### config.mk
export PLATFORM = sky130hd
export DESIGN_NAME = cio_console_ctrl
export DESIGN_NICKNAME = d
export VERILOG_FILES = /design/src/rtl/cio_pkg.sv /design/src/rtl/cio_decode.sv /design/src/rtl/cio_rx_port.sv /design/src/rtl/cio_tx_port.sv /design/src/rtl/cio_console_ctrl.sv
export SDC_FILE = /design/constraint.sdc
export NUM_CORES = 1
export LEC_CHECK = 0
export ABC_AREA = 1
export BUFFER_PORTS_ARGS = -buffer_cell sky130_fd_sc_hd__buf_2
export CAP_MARGIN = 10
export CELL_PAD_IN_SITES_DETAIL_PLACEMENT = 2
export CELL_PAD_IN_SITES_GLOBAL_PLACEMENT = 2
export CORE_MARGIN = 10
export CORE_UTILIZATION = 16
export CTS_CLUSTER_SIZE = 16
export DETAILED_ROUTE_END_ITERATION = 10
export MAX_ROUTING_LAYER = met4
export PLACE_DENSITY = 0.84
export SLEW_MARGIN = 25
export SYNTH_ARGS = -nofsm -noshare
export SYNTH_HDL_FRONTEND = slang
export SYNTH_SLANG_ARGS = --single-unit
### constraint.sdc
create_clock -name clk -period 1.38 [get_ports clk]
set_input_delay 0.138 -clock clk [delete_from_list [all_inputs] [get_ports clk]]
set_output_delay 0.138 -clock clk [all_outputs]
set_load 0.02 [all_outputs]
### src/rtl/cio_pkg.sv
`timescale 1ns/1ps
package cio_pkg;

    // Register slot selected by address bits 3:2 inside the window.
    typedef enum logic [1:0] {
        SLOT_RX_CTRL = 2'd0,
        SLOT_RX_DATA = 2'd1,
        SLOT_TX_CTRL = 2'd2,
        SLOT_TX_DATA = 2'd3
    } cio_slot_e;

    // Bit positions inside both control registers.
    localparam int unsigned CTRL_RDY_BIT = 0;
    localparam int unsigned CTRL_IE_BIT  = 1;

    // Decoded access for one bus cycle.
    typedef struct packed {
        logic      hit;
        logic      rd;
        logic      wr;
        cio_slot_e slot;
    } cio_access_t;

endpackage

### src/rtl/cio_decode.sv
`timescale 1ns/1ps
module cio_decode
    import cio_pkg::*;
#(
    parameter int unsigned             ADDR_W    = 32,
    parameter logic [ADDR_W-1:0]       BASE_ADDR = 32'hFFFF_0000
) (
    input  logic [ADDR_W-1:0] addr_i,
    input  logic              rd_i,
    input  logic              wr_i,
    output cio_access_t       acc_o
);

    localparam int unsigned WIN_LSB = 4;

    logic in_window;
    logic aligned;

    always_comb begin
        in_window  = (addr_i[ADDR_W-1:WIN_LSB] == BASE_ADDR[ADDR_W-1:WIN_LSB]);
        aligned    = (addr_i[1:0] == 2'b00);
        acc_o.hit  = in_window && aligned;
        acc_o.rd   = rd_i && in_window && aligned;
        acc_o.wr   = wr_i && in_window && aligned;
        acc_o.slot = cio_slot_e'(addr_i[3:2]);
    end

endmodule

### src/rtl/cio_rx_port.sv
`timescale 1ns/1ps
module cio_rx_port #(
    parameter int unsigned BYTE_W = 8
) (
    input  logic              clk,
    input  logic              rst_n,
    input  logic              kb_valid_i,
    input  logic [BYTE_W-1:0] kb_byte_i,
    input  logic              ie_wr_i,
    input  logic              ie_val_i,
    input  logic              data_rd_i,
    output logic              rdy_o,
    output logic              ie_o,
    output logic [BYTE_W-1:0] data_o,
    output logic              irq_o
);

    typedef struct packed {
        logic              rdy;
        logic              ie;
        logic [BYTE_W-1:0] data;
    } rx_state_t;

    rx_state_t st_d, st_q;

    always_comb begin
        st_d = st_q;
        // Arrival outranks the read-side clear so no byte is lost.
        if (kb_valid_i) begin
            st_d.rdy  = 1'b1;
            st_d.data = kb_byte_i;
        end else if (data_rd_i) begin
            st_d.rdy  = 1'b0;
        end
        if (ie_wr_i) begin
            st_d.ie = ie_val_i;
        end
    end

    always_ff @(posedge clk) begin
        if (!rst_n) begin
            st_q <= '0;
        end else begin
            st_q <= st_d;
        end
    end

    assign rdy_o  = st_q.rdy;
    assign ie_o   = st_q.ie;
    assign data_o = st_q.data;
    assign irq_o  = st_q.rdy & st_q.ie;


    rx_fill_chk: assert property (@(posedge clk) disable iff (!rst_n)
        kb_valid_i |=> (rdy_o && data_o == $past(kb_byte_i)));


    rx_drain_chk: assert property (@(posedge clk) disable iff (!rst_n)
        (data_rd_i && !kb_valid_i) |=> !rdy_o);


    rx_ie_hold_chk: assert property (@(posedge clk) disable iff (!rst_n)
        !ie_wr_i |=> $stable(ie_o));

endmodule

### src/rtl/cio_tx_port.sv
`timescale 1ns/1ps
module cio_tx_port #(
    parameter int unsigned BYTE_W = 8
) (
    input  logic              clk,
    input  logic              rst_n,
    input  logic              ie_wr_i,
    input  logic              ie_val_i,
    input  logic              data_wr_i,
    input  logic [BYTE_W-1:0] wbyte_i,
    input  logic              done_i,
    output logic              rdy_o,
    output logic              ie_o,
    output logic              tx_valid_o,
    output logic [BYTE_W-1:0] tx_byte_o,
    output logic              irq_o
);

    typedef struct packed {
        logic              rdy;
        logic              ie;
        logic              vld;
        logic [BYTE_W-1:0] byte_v;
    } tx_state_t;

    tx_state_t st_d, st_q;
    logic      accept;

    always_comb begin
        st_d   = st_q;
        accept = data_wr_i && st_q.rdy;
        st_d.vld = accept;
        if (accept) begin
            st_d.rdy    = 1'b0;
            st_d.byte_v = wbyte_i;
        end else if (done_i) begin
            st_d.rdy    = 1'b1;
        end
        if (ie_wr_i) begin
            st_d.ie = ie_val_i;
        end
    end

    always_ff @(posedge clk) begin
        if (!rst_n) begin
            st_q        <= '0;
            st_q.rdy    <= 1'b1;
        end else begin
            st_q <= st_d;
        end
    end

    assign rdy_o      = st_q.rdy;
    assign ie_o       = st_q.ie;
    assign tx_valid_o = st_q.vld;
    assign tx_byte_o  = st_q.byte_v;
    assign irq_o      = st_q.rdy & st_q.ie;


    tx_pulse_busy_chk: assert property (@(posedge clk) disable iff (!rst_n)
        tx_valid_o |-> !rdy_o);


    tx_pulse_len_chk: assert property (@(posedge clk) disable iff (!rst_n)
        tx_valid_o |=> !tx_valid_o);


    tx_done_chk: assert property (@(posedge clk) disable iff (!rst_n)
        (done_i && !rdy_o) |=> rdy_o);


    tx_busy_drop_chk: assert property (@(posedge clk) disable iff (!rst_n)
        (data_wr_i && !rdy_o) |=> (!tx_valid_o && !rdy_o) || $past(done_i));

endmodule

### src/rtl/cio_console_ctrl.sv
`timescale 1ns/1ps
module cio_console_ctrl
    import cio_pkg::*;
#(
    parameter int unsigned       ADDR_W    = 32,
    parameter int unsigned       DATA_W    = 32,
    parameter int unsigned       BYTE_W    = 8,
    parameter logic [ADDR_W-1:0] BASE_ADDR = 32'hFFFF_0000
) (
    input  logic              clk,
    input  logic              rst_n,
    input  logic [ADDR_W-1:0] bus_addr,
    input  logic              bus_rd,
    input  logic              bus_wr,
    input  logic [DATA_W-1:0] bus_wdata,
    output logic [DATA_W-1:0] bus_rdata,
    input  logic              kb_valid,
    input  logic [BYTE_W-1:0] kb_byte,
    input  logic              tx_done,
    output logic              tx_valid,
    output logic [BYTE_W-1:0] tx_byte,
    output logic              irq_rx,
    output logic              irq_tx
);

    cio_access_t       acc;
    logic              rx_rdy, rx_ie, tx_rdy, tx_ie;
    logic [BYTE_W-1:0] rx_data;
    logic              rx_ie_wr, tx_ie_wr, tx_data_wr, rx_data_rd;
    logic              wdata_hi_unused;

    assign wdata_hi_unused = ^bus_wdata[DATA_W-1:BYTE_W];

    cio_decode #(
        .ADDR_W    (ADDR_W),
        .BASE_ADDR (BASE_ADDR)
    ) u_decode (
        .addr_i (bus_addr),
        .rd_i   (bus_rd),
        .wr_i   (bus_wr),
        .acc_o  (acc)
    );

    always_comb begin
        rx_ie_wr   = acc.wr && (acc.slot == SLOT_RX_CTRL);
        tx_ie_wr   = acc.wr && (acc.slot == SLOT_TX_CTRL);
        tx_data_wr = acc.wr && (acc.slot == SLOT_TX_DATA);
        rx_data_rd = acc.rd && (acc.slot == SLOT_RX_DATA);
    end

    cio_rx_port #(.BYTE_W(BYTE_W)) u_rx (
        .clk        (clk),
        .rst_n      (rst_n),
        .kb_valid_i (kb_valid),
        .kb_byte_i  (kb_byte),
        .ie_wr_i    (rx_ie_wr),
        .ie_val_i   (bus_wdata[CTRL_IE_BIT]),
        .data_rd_i  (rx_data_rd),
        .rdy_o      (rx_rdy),
        .ie_o       (rx_ie),
        .data_o     (rx_data),
        .irq_o      (irq_rx)
    );

    cio_tx_port #(.BYTE_W(BYTE_W)) u_tx (
        .clk        (clk),
        .rst_n      (rst_n),
        .ie_wr_i    (tx_ie_wr),
        .ie_val_i   (bus_wdata[CTRL_IE_BIT]),
        .data_wr_i  (tx_data_wr),
        .wbyte_i    (bus_wdata[BYTE_W-1:0]),
        .done_i     (tx_done),
        .rdy_o      (tx_rdy),
        .ie_o       (tx_ie),
        .tx_valid_o (tx_valid),
        .tx_byte_o  (tx_byte),
        .irq_o      (irq_tx)
    );

    // Read mux; every bit not named here stays zero.
    always_comb begin
        bus_rdata = '0;
        if (acc.rd) begin
            unique case (acc.slot)
                SLOT_RX_CTRL: begin
                    bus_rdata[CTRL_RDY_BIT] = rx_rdy;
                    bus_rdata[CTRL_IE_BIT]  = rx_ie;
                end
                SLOT_RX_DATA: bus_rdata[BYTE_W-1:0] = rx_data;
                SLOT_TX_CTRL: begin
                    bus_rdata[CTRL_RDY_BIT] = tx_rdy;
                    bus_rdata[CTRL_IE_BIT]  = tx_ie;
                end
                default: bus_rdata = '0;
            endcase
        end
    end


    idle_rdata_chk: assert property (@(posedge clk) disable iff (!rst_n)
        !bus_rd |-> (bus_rdata == '0));


    rx_rdy_sw_chk: assert property (@(posedge clk) disable iff (!rst_n)
        (!kb_valid && !rx_data_rd) |=> (rx_rdy == $past(rx_rdy)));

endmodule

Yosys cells after proc, flatten, opt, wreduce, memory -nomap -nowiden
Cells that the tools add are included.
{"block": "totals", "out_inout_bits": 43, "in_bits": 78, "register_bits": 21, "elab_cells": 33}
{"block": "op_classes", "n_reduce_logical": 13, "eq_ne": 4, "muxes": 7, "n_bitwise": 2}
{"op": "== test 28 bit (second input constant)", "count": 1}
{"op": "logical AND 1 bit", "count": 9}
{"op": "two-way mux 8 bit", "count": 1}
{"op": "two-way mux 6 bit", "count": 1}
{"op": "one-hot mux 2 bit (3 select lines)", "count": 1}
{"op": "== test 2 bit (second input constant)", "count": 2}
{"op": "zero test 2 bit", "count": 2}
{"op": "two-way mux 1 bit", "count": 4}
{"op": "nonzero test 2 bit", "count": 2}
{"op": "bitwise AND 1 bit", "count": 2}
{"op": "== test 2 x 1 -> 1 bit (second input constant)", "count": 1}

Longest topological paths before layout
{"block": "depth", "ltp_word": 6, "mapped_depth": 10}

Hierarchy
Synthesis repeated with hierarchy kept, for this count alone.
{"block": "unflattened", "hier_cells": 206, "hier_area_um2": 1271.2}
{"mod": "cio_tx_port", "cells_per_inst": 64, "area_each_um2": 437.9, "seq_area_each_um2": 220.2, "instances": 1}
{"mod": "cio_rx_port", "cells_per_inst": 45, "area_each_um2": 347.8, "seq_area_each_um2": 200.2, "instances": 1}
{"mod": "cio_console_ctrl", "cells_per_inst": 59, "area_each_um2": 327.8, "seq_area_each_um2": 0.0, "instances": 1}
{"mod": "cio_decode", "cells_per_inst": 38, "area_each_um2": 157.7, "seq_area_each_um2": 0.0, "instances": 1}

Worst setup path before layout
Ideal clock, no wire load.
{"block": "synth_path", "path_kind": "input-to-output", "startpoint": "input bus_addr[8]", "endpoint": "output bus_rdata[2]", "slack_ns": 0.148, "stages": 7, "required_ns": 1.242, "arrival_ns": 1.094, "path_buffers": 0, "cell_sequence": "inv_1 > nand2_1 > nor2_1 > nand2_1 > nor2_2 > nand4_1 > nor2_1"}
{"block": "synth_via", "elab_chain_len": 4}
{"element": "start: declaration", "line_no": "cio_console_ctrl.sv:12", "text": "input logic [ADDR_W-1:0] bus_addr,"}
{"element": "== test 28 bit", "line_no": "cio_decode.sv:20", "text": "in_window = (addr_i[ADDR_W-1:WIN_LSB] == BASE_ADDR[ADDR_W-1:WIN_LSB]);"}
{"element": "logical AND 1 bit (2 in a row)", "line_no": "cio_decode.sv:23", "text": "acc_o.rd = rd_i && in_window && aligned;"}
{"element": "two-way mux 8 bit", "line_no": "cio_console_ctrl.sv:83", "text": "if (acc.rd) begin"}
{"element": "end: declaration", "line_no": "cio_console_ctrl.sv:16", "text": "output logic [DATA_W-1:0] bus_rdata,"}
Every way passes these cells.

Final worst setup path
{"block": "layout_path", "startpoint": "input bus_addr[14]", "endpoint": "output bus_rdata[5]"}
The elaborated chain is that of the path after synthesis.

==> impl.org <==
** Outcome
- The run finished with clean final reports.

** Drt
- Summing over every cut layer, the via total after detailed routing is 1513.
- The detail route stage leaves a number of antenna-violating nets equal to 0.
- Number of iterations in the first detailed-routing pass :: 2
- After the first detailed-routing iteration, the DRC count stood at 36.
- After detailed routing, the number of vias per cell comes to 3.71.
- In the routed design, unresolved DRC markers number 0.
- Wirelength per Cell :: between 10 and 15 um
- For this block, the routed nets add up to 5.26 mm of wire.

** CTS
- Buffers inserted to repair hold after CTS numbered 0.
- The clock passes through at most 2 buffers.
- Buffers inserted during clock tree synthesis total 3.
- Skew-Pair Late Insertion Delay :: about 0.26 ns
- H-tree Lvls :: 1
- Clock-pin slew was measured on the worst setup and hold paths at ~0.08 ns.
- Clock tree root buffer cell :: sky130_fd_sc_hd__clkbuf_8
- Sink count of the clock tree :: 21
- TritonCTS built the clock tree.

** Setup path
- The worst setup path is captured at a primary output.
- Data arrives at the worst endpoint at 1.22 ns.
- The worst setup path is of the in2out kind.
- The worst register-to-register path begins at u_tx.rdy_o.
- Worst-case register-to-register setup slack :: 0.21 ns
- STA puts the critical path data required time at 1.24 ns.
- The worst register-to-register path has a depth of 7.
- Along the worst path, the maximum fanout reaches 7.
- The worst register-to-register path ends at u_tx.tx_byte_o[3].
- STA classifies the critical path startpoint as an input pin.

** Placement
- Once detailed placement completed, the half-perimeter wirelength came to 4.57 mm.
- Worst setup timing slack at the placement stage :: -0.0343 ns
- Routability-driven placement finished with a final weighted congestion of around 0.73.
- Count of port buffers added during placement :: 72

** Synthesis
- In this run the cell area of the synthesized design comes to between 1000 and 1500 um^2.
- Post-synthesis cell count :: 226
- The share of the Yosys chip area taken by registers is 0.306.
- The portion of synthesized area spent on multiplexers is 0.
- After synthesis, the largest family of logic cells by area is simple AND/OR/NAND/NOR gates.
- Flop and latch count out of synthesis :: 21
- Of the total synthesized cell area, the portion taken by full adders, half adders and majority gates is 0.
- For this run, the number of Yosys warnings is 0.
- The post-synthesis compound-gate area fraction was 0.0738.
- Synthesis instantiated 19 different standard cells from the library.
- Mean post-synth cell area :: between 6 and 7 um^2
- Post-Synth Simple-Gate Area :: 0.363
- Of the total synthesized cell area, the portion taken by XOR and XNOR cells is 0.

** Global routing
- The via count of the first global-routing pass was 1771.
- Across every metal layer, demand over resource in global routing totals 0.0818.
- Wire length of the first global-routing pass :: about 8.4 mm
- Number of antenna violations at the first check in global routing :: 0
- Entering global routing, the biggest net connects 20 pins.
- Congestion Overflow GR :: 0

** Power
- Standby leakage power :: 0.00108 uW
- Logic gate share of total power :: 0.191
- Clock power frac :: 0.320
- For this design the total switching power over the nets is 382 uW.
- Flop pwr share :: 0.489
- VDD sags by at most ~0.35 mV.
- Power spread over the standard cell area amounts to 676 nW/um^2.
- Cell-internal power :: 911 uW
- Switch share :: 0.295
- Overall Power :: 1290 uW

** Floorplanning
- The initial utilization of the core area, before any placement, comes to 0.166.
- The floorplan has 33 rows.
- The die covers approximately 13000 um^2.
- Die outline height :: ~110 um
- After floorplanning, the core was sized to cover between 8000 and 9000 um^2.
- DIE WIDTH :: around 110 um
- 121 I/O pins were placed.

** Cells and area
- Most used cells in the layout excluding fill and tap cells :: sky130_fd_sc_hd__buf_2, sky130_fd_sc_hd__nand2_1, sky130_fd_sc_hd__nor2_1
- Most common cell after layout, fill and taps aside :: sky130_fd_sc_hd__buf_2
- Diode count :: 0
- Layout overhead on the synthesized area :: 39.2%
- Proportion of layout cells with a drive suffix above 1 :: 0.314
- Nets :: 382

** STA
- Setup-failing EPs final :: 0
- Crit path setup slack, layout :: 0.0210 ns
- The final hold violation count came to 0.
- The routed design could run at a clock period as short as approximately 1.4 ns.
- Setup repair after global routing could not meet its margin everywhere.
- Final clock skew :: 0.00540 ns
- Timing would allow up to 736 MHz.
- Hold timing on the final database bottoms out at a slack of 0.100 ns.
- Max-slew violation total from the final report :: 0
- Dividing the final minimum period by the clock period gives 0.985.

** Min path
- Worst hold path class :: in2reg
- In this run the most critical hold path is launched from kb_byte[0].
- Worst hold endpoint :: u_rx.data_o[0]
- The worst hold path passes through 3 cells.

** Job
- Across the run, the number of max-cap violations was 0.
-- routing by layer --
layer  global-route usage  wire length, um
met5                    -                0
met1               0.0883             2190
met3               0.0245              338
met2                0.149             2730
met4              0.00761                7
-- state kept, by name (all words and copies together) (netlist names) --
register and flops:
u_tx.rdy_o 1, u_rx.data_o 8, u_rx.rdy_o 1, u_tx.tx_valid_o 1, u_tx.tx_byte_o 8, u_tx.ie_o 1
u_rx.ie_o 1
-- power groups by stage --
stage          Sequential [uW]  Clock (uW)  Combinational (uW)
3_5_place_dp               646           0                 243
6_report                   632         413                 247
2_1_floorplan              643           0                 190
3_3_place_gp               644           0                 232
5_1_grt                    634         478                 283
4_1_cts                    632         450                 244
-- Yosys cell counts --
| library cell | count | area [um^2] |
|---|---|---|
| sky130_fd_sc_hd__a21oi_1 | 7 | 35.0 |
| sky130_fd_sc_hd__a21oi_2 | 1 | 8.76 |
| sky130_fd_sc_hd__a221oi_1 | 2 | 17.5 |
| sky130_fd_sc_hd__buf_4 | 24 | 180 |
| sky130_fd_sc_hd__buf_6 | 1 | 11.3 |
| sky130_fd_sc_hd__clkbuf_1 | 3 | 11.3 |
| sky130_fd_sc_hd__conb_1 | 1 | 3.75 |
| sky130_fd_sc_hd__dfxtp_1 | 21 | 420 |
| sky130_fd_sc_hd__inv_1 | 39 | 146 |
| sky130_fd_sc_hd__nand2_1 | 52 | 195 |
| sky130_fd_sc_hd__nand3_1 | 4 | 20.0 |
| sky130_fd_sc_hd__nand4_1 | 4 | 25.0 |
| sky130_fd_sc_hd__nand4_4 | 1 | 21.3 |
| sky130_fd_sc_hd__nor2_1 | 53 | 199 |
| sky130_fd_sc_hd__nor2_2 | 2 | 12.5 |
| sky130_fd_sc_hd__nor2_4 | 1 | 11.3 |
| sky130_fd_sc_hd__o21ai_0 | 8 | 40.0 |
| sky130_fd_sc_hd__or2_2 | 1 | 6.26 |
| sky130_fd_sc_hd__or2_4 | 1 | 8.76 |
-- layout make-up --
| type | instances | area (um^2) |
|---|---|---|
| flip-flops and latches | 21 | 420 |
| multi-input cells | 161 | 709 |
| clock inverters | 1 | 5.00 |
| clock buffers | 3 | 41.3 |
| inverters | 39 | 146 |
| repair buffers | 78 | 458 |
| well taps | 105 | 131 |
| fillers | 1064 | 6390 |
-- per-stage QoR --
step / std cells / utilization / cell area [um^2] / TNS (ns)
final: 408 / 0.230 / 1910 / 0
after global routing: 408 / 0.230 / 1910 / -0.467
after CTS: 408 / 0.224 / 1860 / -0.0288
after detailed placement: 403 / 0.217 / 1800 / -0.0678
after global placement: 403 / 0.217 / 1800 / 0
after floorplan: 249 / - / 1460 / 0
-- cells by family (layout without fill, tap and decap cells) --
kind of cell,count (synthesis),count (layout)
AOI/OAI and AO/OA,18,18
other,1,24
and+or+nand+nor,119,119
DFF,21,21
buffers and inverters,67,121
-- worst max-delay path, stage by stage --
cell,delay [ns]
sky130_fd_sc_hd__buf_2,0.10
sky130_fd_sc_hd__inv_1,0.06
sky130_fd_sc_hd__nand2_1,0.05
sky130_fd_sc_hd__nor2_1,0.13
sky130_fd_sc_hd__nand2_1,0.10
sky130_fd_sc_hd__nor2_2,0.11
sky130_fd_sc_hd__nand4_1,0.12
sky130_fd_sc_hd__buf_6,0.17
sky130_fd_sc_hd__nor2_1,0.09
sky130_fd_sc_hd__buf_4,0.15
-- worst max path at each step --
stage | from | end | slack, ns
after detailed placement | bus_addr[13] | bus_rdata[4] | -0.03
after floorplan | bus_addr[8] | bus_rdata[2] | 0.15
final | bus_addr[14] | bus_rdata[5] | 0.02
after global routing | bus_addr[14] | bus_rdata[7] | -0.08
after CTS | bus_addr[13] | bus_rdata[7] | -0.01
after global placement | bus_addr[13] | bus_rdata[7] | 0.006
-- timing repair --
item,in CTS,in global routing
resized for setup,2,17
hold endpoints to repair,0,0
setup endpoints to repair,2,8
pin swaps,1,3
buffers inserted,1,0
Note: power is estimated with default switching activity, not from simulation.
